### src/rtl/tsense_pkg.sv
package tsense_pkg;

  // Interval class chosen from supply state and control flags
  typedef enum logic [1:0] {
    PER_OFF   = 2'd0,
    PER_SHORT = 2'd1,
    PER_LONG  = 2'd2
  } period_e;

  // Control flags held in the host register at address 0
  typedef struct packed {
    logic sen;
    logic ben;
    logic rate;
  } ctl_t;

  localparam int DATA_W   = 8;
  localparam int SEN_BIT  = 7;
  localparam int BEN_BIT  = 6;
  localparam int RATE_BIT = 5;

  function automatic period_e pick_period(input ctl_t c, input logic batt);
    if (!c.sen)      return PER_OFF;
    else if (!batt)  return PER_SHORT;
    else if (!c.ben) return PER_OFF;
    else if (c.rate) return PER_SHORT;
    else             return PER_LONG;
  endfunction

endpackage

### src/rtl/tsense_ctl_regs.sv
module tsense_ctl_regs
  import tsense_pkg::*;
#(
  parameter int ADDR_W     = 2,
  parameter int GAIN_W     = 4,
  parameter int GAIN_MIN   = 4,
  parameter int GAIN_MAX   = 12,
  parameter int GAIN_RESET = 8
) (
  input  logic              clk,
  input  logic              rst,
  input  logic              wr_en,
  input  logic [ADDR_W-1:0] wr_addr,
  input  logic [DATA_W-1:0] wr_data,
  output ctl_t              ctl,
  output logic [GAIN_W-1:0] gain_comm
);

  localparam logic [GAIN_W-1:0] G_LO  = GAIN_MIN[GAIN_W-1:0];
  localparam logic [GAIN_W-1:0] G_HI  = GAIN_MAX[GAIN_W-1:0];
  localparam logic [GAIN_W-1:0] G_RST = GAIN_RESET[GAIN_W-1:0];
  localparam logic [ADDR_W-1:0] A_CTL = '0;

  logic [GAIN_W-1:0] wr_gain;
  logic [GAIN_W-1:0] pend;
  logic              pend_vld;
  logic              sel;
  logic              legal;
  logic              stage_hit;
  logic              commit_hit;
  logic              unused_data;

  assign wr_gain     = wr_data[GAIN_W-1:0];
  assign unused_data = ^wr_data[RATE_BIT-1:GAIN_W];
  assign sel         = wr_en && (wr_addr == A_CTL);
  assign legal       = (wr_gain >= G_LO) && (wr_gain <= G_HI);
  assign stage_hit   = sel && legal && !wr_data[SEN_BIT];
  assign commit_hit  = sel && legal && wr_data[SEN_BIT] && pend_vld && (wr_gain == pend);

  always_ff @(posedge clk) begin
    if (rst) begin
      ctl       <= '0;
      pend      <= G_RST;
      pend_vld  <= 1'b0;
      gain_comm <= G_RST;
    end else begin
      if (sel) begin
        ctl.sen  <= wr_data[SEN_BIT];
        ctl.ben  <= wr_data[BEN_BIT];
        ctl.rate <= wr_data[RATE_BIT];
      end
      if (stage_hit) begin
        pend     <= wr_gain;
        pend_vld <= 1'b1;
      end
      if (commit_hit) begin
        gain_comm <= wr_gain;
        pend_vld  <= 1'b0;
      end
    end
  end

endmodule

### src/rtl/tsense_period_timer.sv
module tsense_period_timer
  import tsense_pkg::*;
#(
  parameter int SHORT_TICKS = 60,
  parameter int LONG_TICKS  = 600
) (
  input  logic    clk,
  input  logic    rst,
  input  period_e mode,
  input  logic    tick,
  output logic    hit,
  output logic    req
);

  localparam int MAX_TICKS = (LONG_TICKS > SHORT_TICKS) ? LONG_TICKS : SHORT_TICKS;
  localparam int CNT_W     = (MAX_TICKS > 2) ? $clog2(MAX_TICKS) : 1;
  localparam logic [CNT_W-1:0] LIM_S = CNT_W'(SHORT_TICKS - 1);
  localparam logic [CNT_W-1:0] LIM_L = CNT_W'(LONG_TICKS - 1);

  logic [CNT_W-1:0] cnt;
  logic [CNT_W-1:0] lim;
  period_e          mode_q;
  logic             restart;

  assign lim     = (mode == PER_LONG) ? LIM_L : LIM_S;
  assign restart = (mode != mode_q) || (mode == PER_OFF);
  assign hit     = !restart && tick && (cnt == lim);

  always_ff @(posedge clk) begin
    if (rst) begin
      cnt    <= '0;
      mode_q <= PER_OFF;
      req    <= 1'b0;
    end else begin
      mode_q <= mode;
      req    <= hit;
      if (restart)
        cnt <= '0;
      else if (tick)
        cnt <= (cnt == lim) ? '0 : cnt + 1'b1;
    end
  end

endmodule

### src/rtl/tsense_trim_regs.sv
module tsense_trim_regs #(
  parameter int ANA_W = 6,
  parameter int DIG_W = 3
) (
  input  logic             clk,
  input  logic             rst,
  input  logic             ld,
  input  logic [ANA_W-1:0] ana_in,
  input  logic [DIG_W-1:0] dig_in,
  output logic [ANA_W-1:0] fin_ana,
  output logic [DIG_W-1:0] fin_dig,
  output logic             dig_neg
);

  always_ff @(posedge clk) begin
    if (rst) begin
      fin_ana <= '0;
      fin_dig <= '0;
      dig_neg <= 1'b0;
    end else if (ld) begin
      fin_ana <= ana_in;
      fin_dig <= dig_in;
      dig_neg <= &dig_in;
    end
  end

endmodule

### src/rtl/tsense_sched.sv
module tsense_sched
  import tsense_pkg::*;
#(
  parameter int ADDR_W      = 2,
  parameter int GAIN_W      = 4,
  parameter int GAIN_MIN    = 4,
  parameter int GAIN_MAX    = 12,
  parameter int GAIN_RESET  = 8,
  parameter int ANA_W       = 6,
  parameter int DIG_W       = 3,
  parameter int SHORT_TICKS = 60,
  parameter int LONG_TICKS  = 600
) (
  input  logic              clk,
  input  logic              rst,
  input  logic              wr_en,
  input  logic [ADDR_W-1:0] wr_addr,
  input  logic [7:0]        wr_data,
  input  logic [ADDR_W-1:0] rd_addr,
  output logic [7:0]        rd_data,
  input  logic              on_battery,
  input  logic              tick_1hz,
  input  logic              trim_ld,
  input  logic [ANA_W-1:0]  trim_ana,
  input  logic [DIG_W-1:0]  trim_dig,
  output logic              sense_req,
  output logic [GAIN_W-1:0] gain_q,
  output logic              trim_dig_neg
);

  localparam logic [GAIN_W-1:0] G_RST  = GAIN_RESET[GAIN_W-1:0];
  localparam logic [ADDR_W-1:0] A_CTL  = ADDR_W'(0);
  localparam logic [ADDR_W-1:0] A_ANA  = ADDR_W'(1);
  localparam logic [ADDR_W-1:0] A_DIG  = ADDR_W'(2);

  ctl_t              ctl;
  logic [GAIN_W-1:0] gain_comm;
  period_e           cur_mode;
  logic              fire;
  logic [ANA_W-1:0]  fin_ana;
  logic [DIG_W-1:0]  fin_dig;
  logic [DATA_W-1:0] rd_next;

  tsense_ctl_regs #(
    .ADDR_W(ADDR_W), .GAIN_W(GAIN_W), .GAIN_MIN(GAIN_MIN),
    .GAIN_MAX(GAIN_MAX), .GAIN_RESET(GAIN_RESET)
  ) u_ctl (
    .clk(clk), .rst(rst), .wr_en(wr_en), .wr_addr(wr_addr),
    .wr_data(wr_data), .ctl(ctl), .gain_comm(gain_comm)
  );

  assign cur_mode = pick_period(ctl, on_battery);

  tsense_period_timer #(
    .SHORT_TICKS(SHORT_TICKS), .LONG_TICKS(LONG_TICKS)
  ) u_timer (
    .clk(clk), .rst(rst), .mode(cur_mode), .tick(tick_1hz),
    .hit(fire), .req(sense_req)
  );

  tsense_trim_regs #(.ANA_W(ANA_W), .DIG_W(DIG_W)) u_trim (
    .clk(clk), .rst(rst), .ld(trim_ld), .ana_in(trim_ana), .dig_in(trim_dig),
    .fin_ana(fin_ana), .fin_dig(fin_dig), .dig_neg(trim_dig_neg)
  );

  // Gain hand-off to the correction math, sampled on the firing tick
  always_ff @(posedge clk) begin
    if (rst)       gain_q <= G_RST;
    else if (fire) gain_q <= gain_comm;
  end

  // Host read map
  always_comb begin
    rd_next = '0;
    if (rd_addr == A_CTL) begin
      rd_next[SEN_BIT]      = ctl.sen;
      rd_next[BEN_BIT]      = ctl.ben;
      rd_next[RATE_BIT]     = ctl.rate;
      rd_next[GAIN_W-1:0]   = gain_comm;
    end else if (rd_addr == A_ANA) begin
      rd_next[ANA_W-1:0]    = fin_ana;
    end else if (rd_addr == A_DIG) begin
      rd_next[DIG_W-1:0]    = fin_dig;
    end
  end

  always_ff @(posedge clk) begin
    if (rst) rd_data <= '0;
    else     rd_data <= rd_next;
  end

endmodule

### config.mk
export PLATFORM = sky130hd
export DESIGN_NAME = tsense_sched
export DESIGN_NICKNAME = d
export VERILOG_FILES = /design/src/rtl/tsense_pkg.sv /design/src/rtl/tsense_ctl_regs.sv /design/src/rtl/tsense_period_timer.sv /design/src/rtl/tsense_trim_regs.sv /design/src/rtl/tsense_sched.sv
export SDC_FILE = /design/constraint.sdc
export NUM_CORES = 1
export LEC_CHECK = 0
export CORE_MARGIN = 3
export CORE_UTILIZATION = 55
export CTS_CLUSTER_SIZE = 28
export DETAILED_ROUTE_END_ITERATION = 10
export DONT_BUFFER_PORTS = 1
export PLACE_DENSITY = 0.75
export RECOVER_POWER = 100
export SLEW_MARGIN = 20
export SYNTH_ARGS = -nofsm -noshare
export SYNTH_HDL_FRONTEND = slang
export SYNTH_HIERARCHICAL = 1
export SYNTH_SLANG_ARGS = --single-unit
### constraint.sdc
create_clock -name clk -period 1.9 [get_ports clk]
set_clock_uncertainty 0.15 [all_clocks]
set_input_delay 0.19 -clock clk [delete_from_list [all_inputs] [get_ports clk]]
set_output_delay 0.19 -clock clk [all_outputs]
set_load 0.02 [all_outputs]
# ---- Word level (Yosys, flattened, before mapping)
# Index checks and enable logic that the tools add are counted.
dict set report word_totals {
  regBits 47
  input_bits 27
  out_inout_bits 14
  word_cells 58
}
dict set report classes {
  n_addsub 1
  magnitude_cmp 2
  n_eq_ne 6
  mux 11
  bitwise 2
  reduce_logical 20
}
# op n
set op_table {}
lappend op_table {{$mux W10} 2}
lappend op_table {{$add A10 B1 Y10 const B} 1}
lappend op_table {{$eq A10 B10 Y1} 1}
lappend op_table {{$logic_and A1 B1 Y1} 9}
lappend op_table {{$mux W3} 3}
lappend op_table {{$mux W2} 4}
lappend op_table {{$logic_not A2 Y1} 3}
lappend op_table {{$reduce_or A2 Y1} 3}
lappend op_table {{$eq A2 B2 Y1 const B} 2}
lappend op_table {{$eq A4 B4 Y1} 1}
lappend op_table {{$ge A4 B3 Y1 const B} 1}
lappend op_table {{$le A4 B4 Y1 const B} 1}
lappend op_table {{$mux W4} 1}
lappend op_table {{$reduce_and A3 Y1} 1}
lappend op_table {{$reduce_or A3 Y1} 1}
lappend op_table {{$eq A2 B1 Y1 const B} 1}
lappend op_table {{$logic_not A1 Y1} 2}
lappend op_table {{$ne A2 B2 Y1} 1}
lappend op_table {{$not A1 Y1} 2}
lappend op_table {{$logic_or A1 B1 Y1} 1}
lappend op_table {{$mux W1} 1}

# ---- Longest topological paths before layout
# Gate-level depths: netlist of run 1.
dict set report depth {
  ltp_word 9
  mapped_depth 9
  mapped_depth_nobuf 8
}

# ---- Cells and area by module
# The synthesis of run 1 kept the hierarchy.
# mod instances cells_per_inst area_per_inst_um2 seq_area_each_um2
set by_module_without_submodules {}
lappend by_module_without_submodules {tsense_period_timer 1 65 626.9 260.2}
lappend by_module_without_submodules {tsense_ctl_regs 1 57 586.8 240.2}
lappend by_module_without_submodules {tsense_sched 1 48 548.0 240.2}
lappend by_module_without_submodules {tsense_trim_regs 1 33 356.6 200.2}

# ---- Worst setup path before layout of run 1
# OpenSTA, ideal clock, no wires.
dict set report synth_path {
  kind {register to register}
  start {register, netlist name u_ctl/ctl[0]}
  end {register gain_q[3]}
  setup_ns 0.120
  arrival_ns 1.672
  required_time_ns 1.630
  setup_slack_ns -0.042
  stages_incl_launch_ff 10
  n_path_buf 1
  synth_period_minus_slack_ns 1.942
  cell_sequence {dfxtp_1 nand2_1 a21boi_0 nand2b_1 mux2i_1 nand3_1 nor2_1 clkbuf_2 nor2b_1 a211o_1}
}
dict set report synth_via {
  elab_chain_cells 9
  elab_cells_between_ends 13
  classes_between {eq/ne: 3; mux: 5; reduce/logical: 5}
}
# element line_no
set synth_lines {}
lappend synth_lines {{$mux W2 (*)} tsense_pkg.sv:26} ;# else if (c.rate) return PER_SHORT;
lappend synth_lines {{$mux W2 (*)} tsense_pkg.sv:25} ;# else if (!c.ben) return PER_OFF;
lappend synth_lines {{$mux W2 (*)} tsense_pkg.sv:24} ;# else if (!batt) return PER_SHORT;
lappend synth_lines {{$mux W2 (*)} tsense_pkg.sv:23} ;# if (!c.sen) return PER_OFF;
lappend synth_lines {{named net cur_mode[0]} tsense_sched.sv:38} ;# period_e cur_mode;
lappend synth_lines {{parallel branches: the longest is 4 deep, another holds $mux W10} -}
lappend synth_lines {{$logic_and A1 B1 Y1 (*)} tsense_period_timer.sv:27} ;# assign hit = !restart && tick && (cnt == lim);
lappend synth_lines {{named net fire} tsense_sched.sv:39} ;# logic fire;
lappend synth_lines {{end signal, assigned} tsense_sched.sv:69} ;# else if (fire) gain_q <= gain_comm;
lappend synth_lines {{end, declared} tsense_sched.sv:27} ;# output logic [GAIN_W-1:0] gain_q,
# Mark *: on every way through the listed nets, which the timed path passes.
# A chain may end at the register's enable or synchronous reset.

# ---- Worst setup path after layout of run 1
dict set report layout_path {
  start {register, netlist name u_ctl/ctl[0]}
  end {register gain_q[3]}
}
dict set report layout_via {
  elab_chain_cells 9
  elab_cells_between_ends 13
  classes_between {eq/ne: 3; mux: 5; reduce/logical: 5}
}
# element line_no
set layout_lines {}
lappend layout_lines {{$mux W2 (*)} tsense_pkg.sv:26}
lappend layout_lines {{$mux W2 (*)} tsense_pkg.sv:25}
lappend layout_lines {{$mux W2 (*)} tsense_pkg.sv:24}
lappend layout_lines {{$mux W2 (*)} tsense_pkg.sv:23}
lappend layout_lines {{named net cur_mode[1]} tsense_sched.sv:38}
lappend layout_lines {{parallel branches: the longest is 4 deep, another holds $mux W10} -}
lappend layout_lines {{$logic_and A1 B1 Y1 (*)} tsense_period_timer.sv:27}
lappend layout_lines {{named net fire} tsense_sched.sv:39}
# Marked as above.

==> results of run 1 <==
==> worst register-to-register path: stages, from the launching register on <==
cell and delay (ps):
sky130_fd_sc_hd__dfxtp_4 370, sky130_fd_sc_hd__and4b_2 330, sky130_fd_sc_hd__and4bb_1 230, sky130_fd_sc_hd__a31oi_2 220, sky130_fd_sc_hd__buf_4 170, sky130_fd_sc_hd__nor2_4 40
sky130_fd_sc_hd__buf_6 120, sky130_fd_sc_hd__a211o_1 280
==> power groups by stage <==
stage,registers (mW),logic [mW],clock network (mW)
after floorplan,1.05,0.0952,0
after global placement,1.05,0.0697,0
after detailed placement,1.05,0.0732,0
after CTS,1.03,0.149,0.653
after global routing,1.03,0.165,0.694
final,1.03,0.153,0.632
==> per-stage QoR <==
step | worst slack, ps | area (um^2) | power [mW] | hold slack, ps | setup TNS (ps)
after detailed placement | -130 | 2130 | 1.12 | 112 | -1530
after floorplan | 42.8 | 2120 | 1.14 | 112 | 0
after global routing | -170 | 2640 | 1.89 | 15.7 | -1360
final | -121 | 2640 | 1.81 | 14.3 | -483
after CTS | 0.186 | 2630 | 1.83 | 1.70 | 0
after global placement | -39.7 | 2130 | 1.12 | 110 | -406
==> per-layer routing <==
layer / vias up / GRT usage [%] / wire length [um]
li1: 786 / - / -
met1: 803 / 27.1 / 2050
met2: 76 / 39.4 / 2510
met3: 20 / 7.39 / 343
met4: 0 / 10.9 / 193
met5: - / 0 / 0
==> cell families after synthesis <==
logic type / Yosys count
multiplexers: 23
XOR/XNOR: 14
flip-flops: 47
adder cells (fa/ha/maj): 1
AO/OA/AOI/OAI: 24
buffers and inverters: 13
AND/OR/NAND/NOR: 81
==> path summary, 6_finish.rpt <==
kind                                       start                           to  slack (ps)  depth (start not counted)
setup reg to reg       u_ctl/ctl[0]$_SDFFE_PP0N_       gain_q[3]$_SDFFE_PP1P_        -120                          7
hold / removal                               rst  u_timer/cnt[9]$_SDFFE_PP0P_          10                          2
setup / recovery       u_ctl/ctl[0]$_SDFFE_PP0N_       gain_q[3]$_SDFFE_PP1P_        -120                          7
hold reg to reg   u_trim/fin_ana[4]$_SDFFE_PP0P_        rd_data[4]$_SDFF_PP0_         280                          2
==> state kept, by name, indices dropped and copies added (netlist names), 2 cells and up <==
signal / count
gain_q: 4
rd_data: 8
u_ctl/ctl: 3
u_ctl/gain_comm: 4
u_ctl/pend: 4
u_timer/cnt: 10
u_timer/mode_q: 2
u_trim/fin_ana: 6
u_trim/fin_dig: 3
==> cells in the final DEF, fill, tap and decap left out, types with 2 or more instances in the layout <==
cell | netlist | layout
sky130_fd_sc_hd__clkbuf_8 | 0 | 6
sky130_fd_sc_hd__nor3_1 | 5 | 5
sky130_fd_sc_hd__dfxtp_4 | 0 | 2
sky130_fd_sc_hd__nand2b_4 | 3 | 4
sky130_fd_sc_hd__a21oi_1 | 5 | 5
sky130_fd_sc_hd__xor2_1 | 3 | 3
sky130_fd_sc_hd__nor2b_1 | 6 | 6
sky130_fd_sc_hd__buf_4 | 3 | 7
sky130_fd_sc_hd__xnor2_1 | 11 | 10
sky130_fd_sc_hd__o21ai_0 | 4 | 4
sky130_fd_sc_hd__nor2_2 | 9 | 9
sky130_fd_sc_hd__a211oi_2 | 7 | 7
sky130_fd_sc_hd__nand2_1 | 7 | 6
sky130_fd_sc_hd__nor2_1 | 21 | 20
sky130_fd_sc_hd__o2111ai_1 | 1 | 2
sky130_fd_sc_hd__a311o_2 | 0 | 2
sky130_fd_sc_hd__nor2_4 | 1 | 2
sky130_fd_sc_hd__dfxtp_1 | 47 | 44
sky130_fd_sc_hd__nand4_1 | 5 | 5
sky130_fd_sc_hd__and2_1 | 4 | 4
sky130_fd_sc_hd__mux2i_1 | 23 | 22
sky130_fd_sc_hd__inv_1 | 2 | 2
sky130_fd_sc_hd__nand3_1 | 7 | 6
sky130_fd_sc_hd__dlygate4sd3_1 | 0 | 27
sky130_fd_sc_hd__nor3_2 | 2 | 2
sky130_fd_sc_hd__buf_6 | 3 | 3
==> what timing repair did <==
action,CTS,global route
setup buffers,5,1
hold endpoints to repair,41,0
pin swaps,13,6
cloned,1,0
setup endpoints to repair,14,15
hold buffers,29,0
resized for setup,17,7
==> area by class of cell <==
class | instances | area (um^2) | area share [%]
multi-input cells | 144 | 1140 | 43.1
clock inverters | 2 | 16.3 | 0.616
inverters | 2 | 7.51 | 0.284
flip-flops and latches | 47 | 950 | 36.0
well taps | 46 | 57.6 | 2.18
repair buffers | 39 | 389 | 14.7
clock buffers | 6 | 82.6 | 3.13
==> results.txt, run 1 <==
* Aggregate global routing overflow: 0
* GR Util All Layers: roughly a quarter
- Max Clk Rate: slightly below 0.5 GHz
- Post-Route WL: a little over 5 mm
- In this design, the stage delay of the slowest critical-path cell is roughly 370 ps.
- The tightest min-delay check is of the in2reg type.
- Required time of the worst setup path: roughly 2000 ps
* Warnings, synthesis: 6
- I/O pin count: 41
* Iter 0 DRT Violations: roughly 110
- Excluding fillers, the count of instances in the completed layout stands at 286.
- In this run, the combinational gates consume between 8 and 9% of the power.
- The congestion estimate from routability-driven global placement came to approximately 0.75.
- For this run, design rule violations remaining after detail routing come to 0.
* Worst supply voltage drop on vdd: between 400 and 500 uV
- The first global-routing pass estimated just over 8 mm of wire.
- Clock latency on the worst-skew pair: 310 ps
- The tree is rooted in a sky130_fd_sc_hd__clkbuf_8.
- Post-synthesis sequential area ratio: between 40% and 50%
- The detail route stage leaves a number of antenna-violating nets equal to 0.
- The number of buffers and inverters on the critical path is 2.
- Counting every instance in the synthesized netlist gives around 200.
- Setup repair after global routing could not meet its margin everywhere.
- The slowest stage of the critical path belongs to the cell sky130_fd_sc_hd__dfxtp_4.
- Final period demand of the worst path: about 2000 ps
* Die extent in x: roughly 68 um
* Deepest level of the CTS H-tree: 2
- Yosys reg bits: 47
- Number of distinct library cells after synthesis: between 40 and 50
- At the pin with the least slew margin, the transition time is ~690 ps.
- Total half-perimeter wirelength after legalization and detailed placement: around 2.8 mm
* List of cells traversed by the critical path: and4b_2 -> and4bb_1 -> a31oi_2 -> buf_4 -> nor2_4 -> buf_6 -> a211o_1
- The share of total power dissipated in the clock network is between 30% and 40%.
- The pre-antenna-repair detailed-routing pass consisted of 5 iterations.
* TritonCTS clock tree: done
- Most instantiated flip-flop cell in the synthesis netlist: sky130_fd_sc_hd__dfxtp_1
- Clock input transition at the sequential cells of the worst setup and hold paths: 90 ps
* Share of post-route cells with drive strength above 1: 23.8%
- The final max-slew violation count was 0.
- Starting utilization of the core area: roughly three fifths
- Cells fill roughly 75% of the core in the end.
- Counting the fill cells in the layout gives 245.
- Worst path setup slack after routing: -121 ps
* Share of synthesized area spent on multiplexers: a little over a tenth
- The number of global-route vias before repair was 1663.
* Number of max-cap violations: 0
- Internal Power: around 1.4 mW
- Largest net degree at the start of global routing: 37
* Number of input and output port buffers inserted: 0
- The number of antenna violations at the first check in global routing came to 0.
* Final number of setup-violating endpoints: 14
* Adder and majority cell fraction of the synthesized area: 0.591%
- Sorting the synthesized cells by area gives the leading types as sky130_fd_sc_hd__dfxtp_1, sky130_fd_sc_hd__mux2i_1, sky130_fd_sc_hd__xnor2_1.
- Average via count per standard cell: 5.89
- The flow ran to the end, but the final reports show violations.
- CP Max Fanout: 5
* Kind of launch point of the worst setup path: flop
* DIE HEIGHT: 68.1 um
- Dividing total power by cell area gives a power density of 686 nW/um^2.
- The share of synthesized area in the top cell type comes to between 40 and 50%.
* Post-Place Cells: 243
* Worst setup EP type: flop
- The core region is 3520 um^2.
- Reported leakage power: between 0.9 and 1 nW
- Data on the critical path arrives at its endpoint at 2070 ps.
- The clock passes through at most 2 buffers.
- The synthesized design contains 0 enable-type register cells.
* Largest family of logic cells by synthesized area: simple AND/OR/NAND/NOR gates
- The kind of cell with the highest combined delay along the critical path is simple AND/OR/NAND/NOR gates.
- The mapped netlist covers about 2100 um^2.
- Synthesized-area fraction occupied by and/or/nand/nor cells: 23.5%
* Total number of vias: around 1.7k
* Proportion of synthesized flip-flops having asynchronous set or reset: 0%
* CTS Sinks: 47
* TritonCTS Buffers: 5
* Hold Violations, Final: 0
- The final reports fail on negative setup slack.
- After detailed routing, the average wire length per cell comes to ~18 um.
- By count the netlist is led by sky130_fd_sc_hd__dfxtp_1, sky130_fd_sc_hd__mux2i_1, sky130_fd_sc_hd__nor2_1, sky130_fd_sc_hd__xnor2_1, sky130_fd_sc_hd__nor2_2.
* Register share of total power: ~57%
* Syn avg cell area: about 10 um^2
* Compound-Gate Fraction of Synth Area: approximately a tenth
- Critical path class: reg2reg
- After floorplanning, the core was divided into 21 placement rows.
- From synthesis to final layout, the design area changed by 24.6%.
* Most instantiated library cell after synthesis: sky130_fd_sc_hd__dfxtp_1
* Number of nets in the layout: between 200 and 300
* Post-synth top area cell: sky130_fd_sc_hd__dfxtp_1
* Headroom to the max-slew limit: a little over half
- Switching share of power: around a quarter
- The floorplan step defined a die boundary enclosing between 4000 and 5000 um^2.
- Share of the cycle needed by the critical path after routing: 106%
* Switching pwr: between 400 and 500 uW
- Antenna diode count: 0
- Synthesis produced a netlist with a net count of 231.
- Parity-gate share of the synthesized area counting xor and xnor cells: roughly 5.8%
(Power assumes the default switching activity.)
==> inputs of run 2 (changes only) <==
Settings changed: REMOVE_ABC_BUFFERS set to 1.
==> run 2 against run 1 <==
The flow now finishes without violations. Sequential power is essentially flat. Routed wire length shrank 14%. Cell count down 2.8%. Non-clock buffer count down 7. Die area is the same. Design area decreased by 3.6%. First-iteration DRC count fell by 41%. Sequential share of layout area up 1.1 points. Largest power group unchanged. Via count decreased by 7.1%. Clock power rose by 2%. Critical endpoint unchanged. Critical path type unchanged. Flip-flop and latch count stayed put.
==> results.txt, run 2 (same netlist as run 1, synthesis figures left out) <==
* Status: finished clean
- The register clock-pin slew on the reported worst setup and hold paths is 90 ps (about the same).
- The number of global-route vias before repair came to 1584 (-4.8%).
* TritonCTS clock tree: done
- The power per cell area is 713 nW/um^2 (+3.9%).
- The maximum number of pins on one net before global-route repair came to 35 (-5.4%).
* Largest reg by FF count: u_timer/cnt
- Share of the cycle needed by the critical path after routing: 100% (-6.4 points)
* Worst setup EP type: flop
- Count of TritonRoute iterations in the first routing pass: 4 (-1)
* Hold Violations, Final: 0 (unchanged)
- The data arrival time of the critical path was 1940 ps (-130 ps).
* Internal Power: 1.42 mW (+2.2%)
- Placer Congestion: 0.800 (+6.3%)
- Global-route wire length before repair: 7.10 mm (-12%)
* Final number of setup-violating endpoints: 0 (-14)
- Area enclosed by the die boundary: 4630 um^2 (unchanged)
- Total number of vias: 1566 (-7.1%)
* Launch instance of the worst min-delay path: rd_addr[0]
* GR Util All Layers: 20.5% (-3.0 points)
- The routed length per instance came to 15.7 um (-12%).
- Cell Rows: 21 (unchanged)
* Bufs on Longest Clock Path: 2 (unchanged)
- The deepest level of the CTS H-tree was 2 (unchanged).
* Number of nets in the layout: 259 (-3.0%)
- The leakage power total came to 0.948 nW (-3.6%).
- Reg2reg setup slack: 0.02 ps (+120 ps)
- The vertical die dimension was 68.1 um (unchanged).
- The maximum vdd drop came to 343 uV (-30%).
- Top Registers: u_timer/cnt x10, rd_data x8, u_trim/fin_ana x6
- Worst Reg2Reg Path Length in Cells: 9 (+2)
* Capture point of the worst reg-to-reg path: gain_q[3]$_SDFFE_PP1P_
* Antenna diode count: 0 (unchanged)
* Total half-perimeter wirelength after legalization and detailed placement: 2.73 mm (-3.2%)
* Clock latency on the worst-skew pair: 290 ps (-20 ps)
- Leaving out fill and tap cells, the most frequent cell in the layout is sky130_fd_sc_hd__dfxtp_1.
- The total negative slack for setup checks was 0 ps (+483 ps).
* Post-Route WL: 4.36 mm (-14%)
- The clock power share came to 35.5% (+0.6 points).
- The number of antenna violations at the first check in global routing came to 0 (unchanged).
- Final period demand of the worst path: 1900 ps (-121 ps)
- The CTS buffer count is 5 (unchanged).
- The fmax came to 0.526 GHz (+6.4%).
* Number of antenna-violating nets in the routed design: 0 (unchanged)
- The worst-case hold slack is 10.5 ps (-3.80 ps).
* Switching pwr: 396 uW (-6.6%)
- Worst min-delay path class: in2reg
- The count of buffers from port buffering is 0 (unchanged).
* Kind of launch point of the worst setup path: flop
- CP Max Fanout: 5 (unchanged)
- Starting utilization of the core area: 60.2% (unchanged)
- Count of pins over their slew limit: 0 (unchanged)
- The proportion of layout cells with a drive suffix above 1 is 21.6% (-2.2 points).
- The sequential share of power is 56.7% (about the same).
- The remaining global-route overflow came to 0 (unchanged).
- The area taken by multi-input logic gates is 1110 um^2 (-2.2%).
* Measured slew at the worst slew-check pin: 582 ps (-106 ps)
- Number of flip-flops in the largest register: 10 (unchanged)
- Required time of the worst setup path: 1940 ps (about the same)
* Number of remaining DRC errors: 0 (unchanged)
- Average via count per standard cell: 5.63 (-4.4%)
* Die extent in x: 68.1 um (unchanged)
* Placed cell area: 2130 um^2 (unchanged)
* Number of cells on the worst hold path: 2 (unchanged)
* Layout fillers: 263 (+7.3%)
* Root buf cell: sky130_fd_sc_hd__clkbuf_8
- Area of all placed cells without fillers: 2540 um^2 (-3.6%)
- The max-cap violation count is 0 (unchanged).
* RR Startpoint: u_ctl/ctl[1]$_SDFFE_PP0N_
- The number of top-level pins is 41 (unchanged).
- Unrepaired setup endpoints after global routing: yes
- From synthesis to final layout, the design area changed by 20.1%.
- Critical path class: reg2reg
- Total Power Consumption: 1.81 mW (+0.11%)
- CTS Sinks: 47 (unchanged)
- Core region area: 3520 um^2 (unchanged)
- The combinational share of power is 7.8% (-0.6 points).
- The sequential cell area came to 945 um^2 (-0.53%).
- In the layout the commonest cells are sky130_fd_sc_hd__dfxtp_1, sky130_fd_sc_hd__mux2i_1, sky130_fd_sc_hd__nor2_1, sky130_fd_sc_hd__dlygate4sd3_1, sky130_fd_sc_hd__xnor2_1.
- The relative slew slack is 61.2% (+7.1 points).
- Switching share of power: 21.8% (-1.6 points)
- Worst min-delay path endpoint: rd_data[2]$_SDFF_PP0_
- The first-iteration detailed-routing DRC count was 65 (-41%).
==> run 2: cell types whose count changed in the layout (fill, tap and decap cells not counted), sizes merged <==
cell	delta
a311o	-1
buf	-2
clkbuf	+2
clkinv	-1
clkinvlp	-1
dlygate4sd3	-6
dlymetal6s4s	+1
==> run 2: critical path: stages, from the launching register on <==
cell and delay (ps):
sky130_fd_sc_hd__dfxtp_2 370, sky130_fd_sc_hd__nand2_2 60, sky130_fd_sc_hd__a21boi_2 150, sky130_fd_sc_hd__nand2b_4 150, sky130_fd_sc_hd__mux2i_2 220, sky130_fd_sc_hd__nand3_1 110, sky130_fd_sc_hd__nor2_1 140, sky130_fd_sc_hd__buf_4 180
sky130_fd_sc_hd__nor2b_1 50, sky130_fd_sc_hd__a211o_1 210
==> run 2: power by group through the flow <==
stage	clock (mW)	sequential (mW)	combinational [mW]
after floorplan	0	1.05	0.0628
after global placement	0	1.05	0.0686
after detailed placement	0	1.05	0.0710
after CTS	0.656	1.03	0.137
after global routing	0.694	1.03	0.154
final	0.644	1.03	0.142
==> run 2: final cells by class <==
class                      instances  share of cell area, %
inverter                           2                  0.295
timing repair buffer              32                   12.7
multi-input combinational        143                   43.7
tap                               46                   2.26
clock buffer                       8                   3.93
sequential                        47                   37.1
==> run 2: through the flow <==
stage          std cells  setup slack (ps)  utilization, %
6_report             278            0.0229            72.3
5_1_grt              278              -159            72.3
4_1_cts              277              12.5            70.9
3_5_place_dp         243             -92.7            60.4
3_3_place_gp         243              8.96            60.4
2_1_floorplan        192              -125               -
==> run 2: how the worst max path moves through the flow <==
stage                        endpoint  depth (start not counted)                       from  slack (ps)
2_1_floorplan  gain_q[3]$_SDFFE_PP1P_                          8  u_ctl/ctl[0]$_SDFFE_PP0N_        -120
3_3_place_gp   gain_q[3]$_SDFFE_PP1P_                          9  u_ctl/ctl[0]$_SDFFE_PP0N_           9
3_5_place_dp   gain_q[3]$_SDFFE_PP1P_                          9  u_ctl/ctl[0]$_SDFFE_PP0N_         -90
4_1_cts        gain_q[3]$_SDFFE_PP1P_                          9  u_ctl/ctl[1]$_SDFFE_PP0N_          10
5_1_grt        gain_q[3]$_SDFFE_PP1P_                          9  u_ctl/ctl[1]$_SDFFE_PP0N_        -160
6_report       gain_q[3]$_SDFFE_PP1P_                          9  u_ctl/ctl[1]$_SDFFE_PP0N_        0.02
==> run 2: layer usage <==
layer,vias up,share of wire [%],global-route usage (%)
met5,-,0,0
met4,0,0.99,9.68
met3,4,5.1,4.60
met2,39,52,36.8
met1,758,41,22.6
li1,765,-,-
==> run 2: repair_timing <==
| action | CTS | global route |
|---|---|---|
| buffers inserted | 2 | 2 |
| setup endpoints to repair | 14 | 16 |
| hold buffers | 24 | 0 |
| pin swaps | 0 | 6 |
| gates resized for setup | 3 | 12 |
| endpoints found under the hold margin | 39 | 0 |
==> inputs of run 3 (changes only) <==
Settings changed: CTS_BUF_LIST set to sky130_fd_sc_hd__clkbuf_2 sky130_fd_sc_hd__clkbuf_4 sky130_fd_sc_hd__clkbuf_8, SYNTH_HIERARCHICAL 1 to not set.
==> run 3 against run 2 <==
Routed wire length increased by 0.48%. Sequential share of layout area up 0.68 points. Synthesized cell count grew 2.5%. Clock power decreased by 9.0%. Flip-flop and latch count unchanged. Register-to-register slack improved by 110 ps. Die area decreased by 4.6%. Critical endpoint unchanged. Cell count rose by 5.0%. Worst setup slack improved by 110 ps. Combinational power about the same. Non-clock buffer count is 8 higher. First-iteration DRC count rose by 46%. Critical path type unchanged.
==> results.txt, run 3 <==
- Status: finished clean
- The pre-CTS setup slack is -0.291 ps (+92.4 ps).
* Top cells by area, synth: sky130_fd_sc_hd__dfxtp_1, sky130_fd_sc_hd__mux2i_1, sky130_fd_sc_hd__nor2_1
- Worst Reg2Reg Path Length in Cells: 4 (-5)
- Number of distinct library cells after synthesis: 34 (-23%)
* Iter 0 DRT Violations: 95 (+46%)
- Largest net degree at the start of global routing: 40 (+14%)
- The width of the die is 66.5 um (-2.3%).
* Clock latency on the worst-skew pair: 290 ps (about the same)
- Headroom to the max-slew limit: 50.3% (-11 points)
* Yosys reg bits: 47 (unchanged)
- The number of global-route vias before repair is 1635 (+3.2%).
* Most frequent cells in the layout: sky130_fd_sc_hd__dfxtp_1, sky130_fd_sc_hd__nor2_1, sky130_fd_sc_hd__dlygate4sd3_1
- The worst hold path begins at rst.
- Total Power Consumption: 1.75 mW (-3.4%)
* Share of synthesized area spent on multiplexers: 14.1% (+3.2 points)
- Layout fillers: 275 (+4.6%)
- Number of synthesized flops with an enable pin: 0 (unchanged)
- Post-Route WL: 4.38 mm (+0.48%)
* List of cells traversed by the critical path: nor4bb_1 -> a211o_1 -> or4b_4 -> mux2i_1
- Largest reg by FF count: u_timer.cnt
- Most instantiated library cell after synthesis: sky130_fd_sc_hd__dfxtp_1
- Measured slew at the worst slew-check pin: 739 ps (+157 ps)
- Placed cell area: 2090 um^2 (-1.7%)
* Area of all placed cells without fillers: 2490 um^2 (-2.1%)
- The net count of the finished layout was 273 (+5.4%).
- Most instantiated flip-flop cell in the synthesis netlist: sky130_fd_sc_hd__dfxtp_1
- Root buf cell: sky130_fd_sc_hd__clkbuf_8
* Share of post-route cells with drive strength above 1: 8.94% (-13 points)
* Area enclosed by the die boundary: 4420 um^2 (-4.6%)
- Cell Rows: 21 (unchanged)
- Area taken by multi-input logic gates: 1020 um^2 (-8.7%)
- The number of antenna violations at the first check in global routing is 0 (unchanged).
* Source of the critical timing path: u_ctl.ctl[0]$_SDFFE_PP0N_
* Final period demand of the worst path: 1790 ps (-111 ps)
- Reported leakage power: 0.931 nW (-1.8%)
- Number of antenna-violating nets in the routed design: 0 (unchanged)
- The setup slack after layout is 111 ps (+111 ps).
- The register clock-pin slew on the reported worst setup and hold paths is 90 ps (about the same).
- The critical path in this run is classified as reg2reg.
- Number of cells in the finished layout apart from fillers: 292 (+5.0%)
* Post-Place Cells: 252 (+3.7%)
- The reg-to-reg setup timing slack is 110 ps (+110 ps).
- Top Registers: u_timer.cnt x10, rd_data x8, u_trim.fin_ana x6
- The global-route met2 utilization was 37.7% (+0.85 points).
- Kind of launch point of the worst setup path: flop
- Post-DR wirelength/cell: 15.0 um (-4.3%)
- The worst hold path terminates at u_ctl.pend[2]$_SDFFE_PP0P_.
* Placer Congestion: 0.829 (+3.7%)
- Delay of the slowest critical-path stage: 520 ps (+150 ps)
- The post-synthesis share of cell area spent on xor and xnor gates was 4.79% (-1.0 points).
- The count of buffers from port buffering came to 0 (unchanged).
- The core region area was 3440 um^2 (-2.2%).
- The number of iterations in the first detailed-routing pass is 4 (unchanged).
* Number of remaining DRC errors: 0 (unchanged)
* Busiest layer in global routing: met2
* Post-synthesis sequential area ratio: 46.8% (+2.3 points)
- Largest family of logic cells by synthesized area: simple AND/OR/NAND/NOR gates
- Deepest level of the CTS H-tree: 2 (unchanged)
- RR Startpoint: u_ctl.ctl[0]$_SDFFE_PP0N_
- Number of flip-flops in the largest register: 10 (unchanged)
* TritonCTS clock tree: done
* TritonCTS Buffers: 5 (unchanged)
- The global-route met1 utilization was 26.3% (+3.7 points).
- Area overhead of the layout relative to synthesis: 23.9%
* TNS Setup: 0 ps (unchanged)
- Starting utilization of the core area: 58.5% (-1.7 points)
- The power per cell area came to 703 nW/um^2 (-1.4%).
- The simple-gate portion of the synthesized area came to 27.1% (+3.5 points).
* Max Clk Rate: 0.559 GHz (+6.2%)
* Final core utilization: 72.4% (+0.13 points)
* Unrepaired setup endpoints after global routing: no
- Cell area after synthesis: 2010 um^2 (-5.0%)
- The async set-or-reset flop fraction in the synthesized netlist came to 0% (unchanged).
* Total number of vias: 1587 (+1.3%)
- The data arrival time of the critical path was 1820 ps (-120 ps).
- Worst supply voltage drop on vdd: 481 uV (+40%)
* Antenna diode count: 0 (unchanged)
- Required time of the worst setup path: 1930 ps (about the same)
- STA classifies the critical path endpoint as a flop.
* Smallest hold slack: 22.2 ps (+11.7 ps)
- GR Util All Layers: 21.4% (+0.97 points)
- The instance count of the mapped netlist came to 208 (+2.5%).
* Bufs on Longest Clock Path: 2 (unchanged)
* I/O pin count: 41 (unchanged)
- The min-delay analysis places its worst path in the category in2reg.
- Compound-Gate Fraction of Synth Area: 4.48% (-5.9 points)
* CP Max Fanout: 6 (+1)
- The post-synthesis share of cell area spent on full adders, half adders and majority gates was 0.622% (+0.031 points).
- The sequential cell area was 942 um^2 (-0.26%).
* Number of max-cap violations: 0 (unchanged)
- The number of buffers inserted to repair setup after CTS is 0 (-2).
- Average via count per standard cell: 5.43 (-3.5%)
- Global-route wire length before repair: 7.30 mm (+2.8%)
- Post-synth top area cell: sky130_fd_sc_hd__dfxtp_1
- Aggregate global routing overflow: 0 (unchanged)
- The worst register-to-register path ends at gain_q[3]$_SDFFE_PP1P_.
- The clock sink count was 47 (unchanged).
* Top cell types by occurrence after synthesis: sky130_fd_sc_hd__dfxtp_1, sky130_fd_sc_hd__nor2_1, sky130_fd_sc_hd__mux2i_1, sky130_fd_sc_hd__nand2b_1, sky130_fd_sc_hd__nor3_1
- The library cell used most frequently in the layout, excluding fill and tap cells, is sky130_fd_sc_hd__dfxtp_1.
* Syn avg cell area: 9.67 um^2 (-7.3%)
- Count of pins over their slew limit: 0 (unchanged)
- Final number of setup-violating endpoints: 0 (unchanged)
- Total half-perimeter wirelength after legalization and detailed placement: 2.91 mm (+6.6%)
* Share of the cycle needed by the critical path after routing: 94.1% (-5.9 points)
- Area fraction of the dominant cell type after synthesis: 46.8% (+2.3 points)
- Warnings, synthesis: 0 (-6)
- Hold Violations, Final: 0 (unchanged)
* Routing usage on met3: 5.73% (+1.1 points)
* Slowest-stage cell, CP: sky130_fd_sc_hd__or4b_4
- DIE HEIGHT: 66.5 um (-2.3%)
- Number of cells on the worst hold path: 2 (unchanged)
==> run 3: how the worst max path moves through the flow <==
stage,to,slack (ps),cells after the start
6_report,gain_q[3]$_SDFFE_PP1P_,110,4
2_1_floorplan,u_ctl.pend[3]$_SDFFE_PP1P_,-30,4
4_1_cts,gain_q[3]$_SDFFE_PP1P_,80,5
5_1_grt,gain_q[3]$_SDFFE_PP1P_,5,4
3_3_place_gp,gain_q[1]$_SDFFE_PP0P_,50,5
3_5_place_dp,gain_q[3]$_SDFFE_PP1P_,-0.3,4
==> run 3: area by class of cell <==
type / instances / area share [%]
Clock inverter: 3 / 0.803
Tap cell: 46 / 2.31
Multi-Input combinational cell: 150 / 40.8
Clock buffer: 5 / 2.76
Inverter: 1 / 0.151
Timing Repair Buffer: 40 / 15.4
Sequential cell: 47 / 37.8
==> run 3: repair_timing <==
item | CTS | global route
hold buffers | 32 | 0
hold endpoints to repair | 39 | 0
endpoints found under the setup margin | 4 | 2
gates resized for setup | 1 | 1
==> run 3: kinds of logic after synthesis <==
kind of cell,Yosys count
buffers and inverters,11
XOR/XNOR,11
adder cells (fa/ha/maj),1
flip-flops,47
AND/OR/NAND/NOR,95
AO/OA/AOI/OAI,15
multiplexers,28
==> run 3: layer usage <==
| layer | vias up | wire length, um |
|---|---|---|
| met5 | - | 0 |
| met4 | 0 | 9 |
| met3 | 2 | 235 |
| met2 | 51 | 2190 |
| met1 | 740 | 1940 |
| li1 | 794 | - |
==> run 3: where the power goes <==
part / total [mW] / switching [mW] / leakage (nW) / internal [mW]
logic: 0.145 / 0.0539 / 0.509 / 0.0915
clock network: 0.586 / 0.329 / 0.0402 / 0.256
registers: 1.02 / 0.0171 / 0.382 / 1.00
total: 1.75 / 0.400 / 0.931 / 1.35
==> run 3: worst max-delay path, delay by kind of cell, from the launching register on <==
family,cells,cell delay (ps)
mux,1,150
compound gates,1,190
simple gates,2,830
flops,1,370
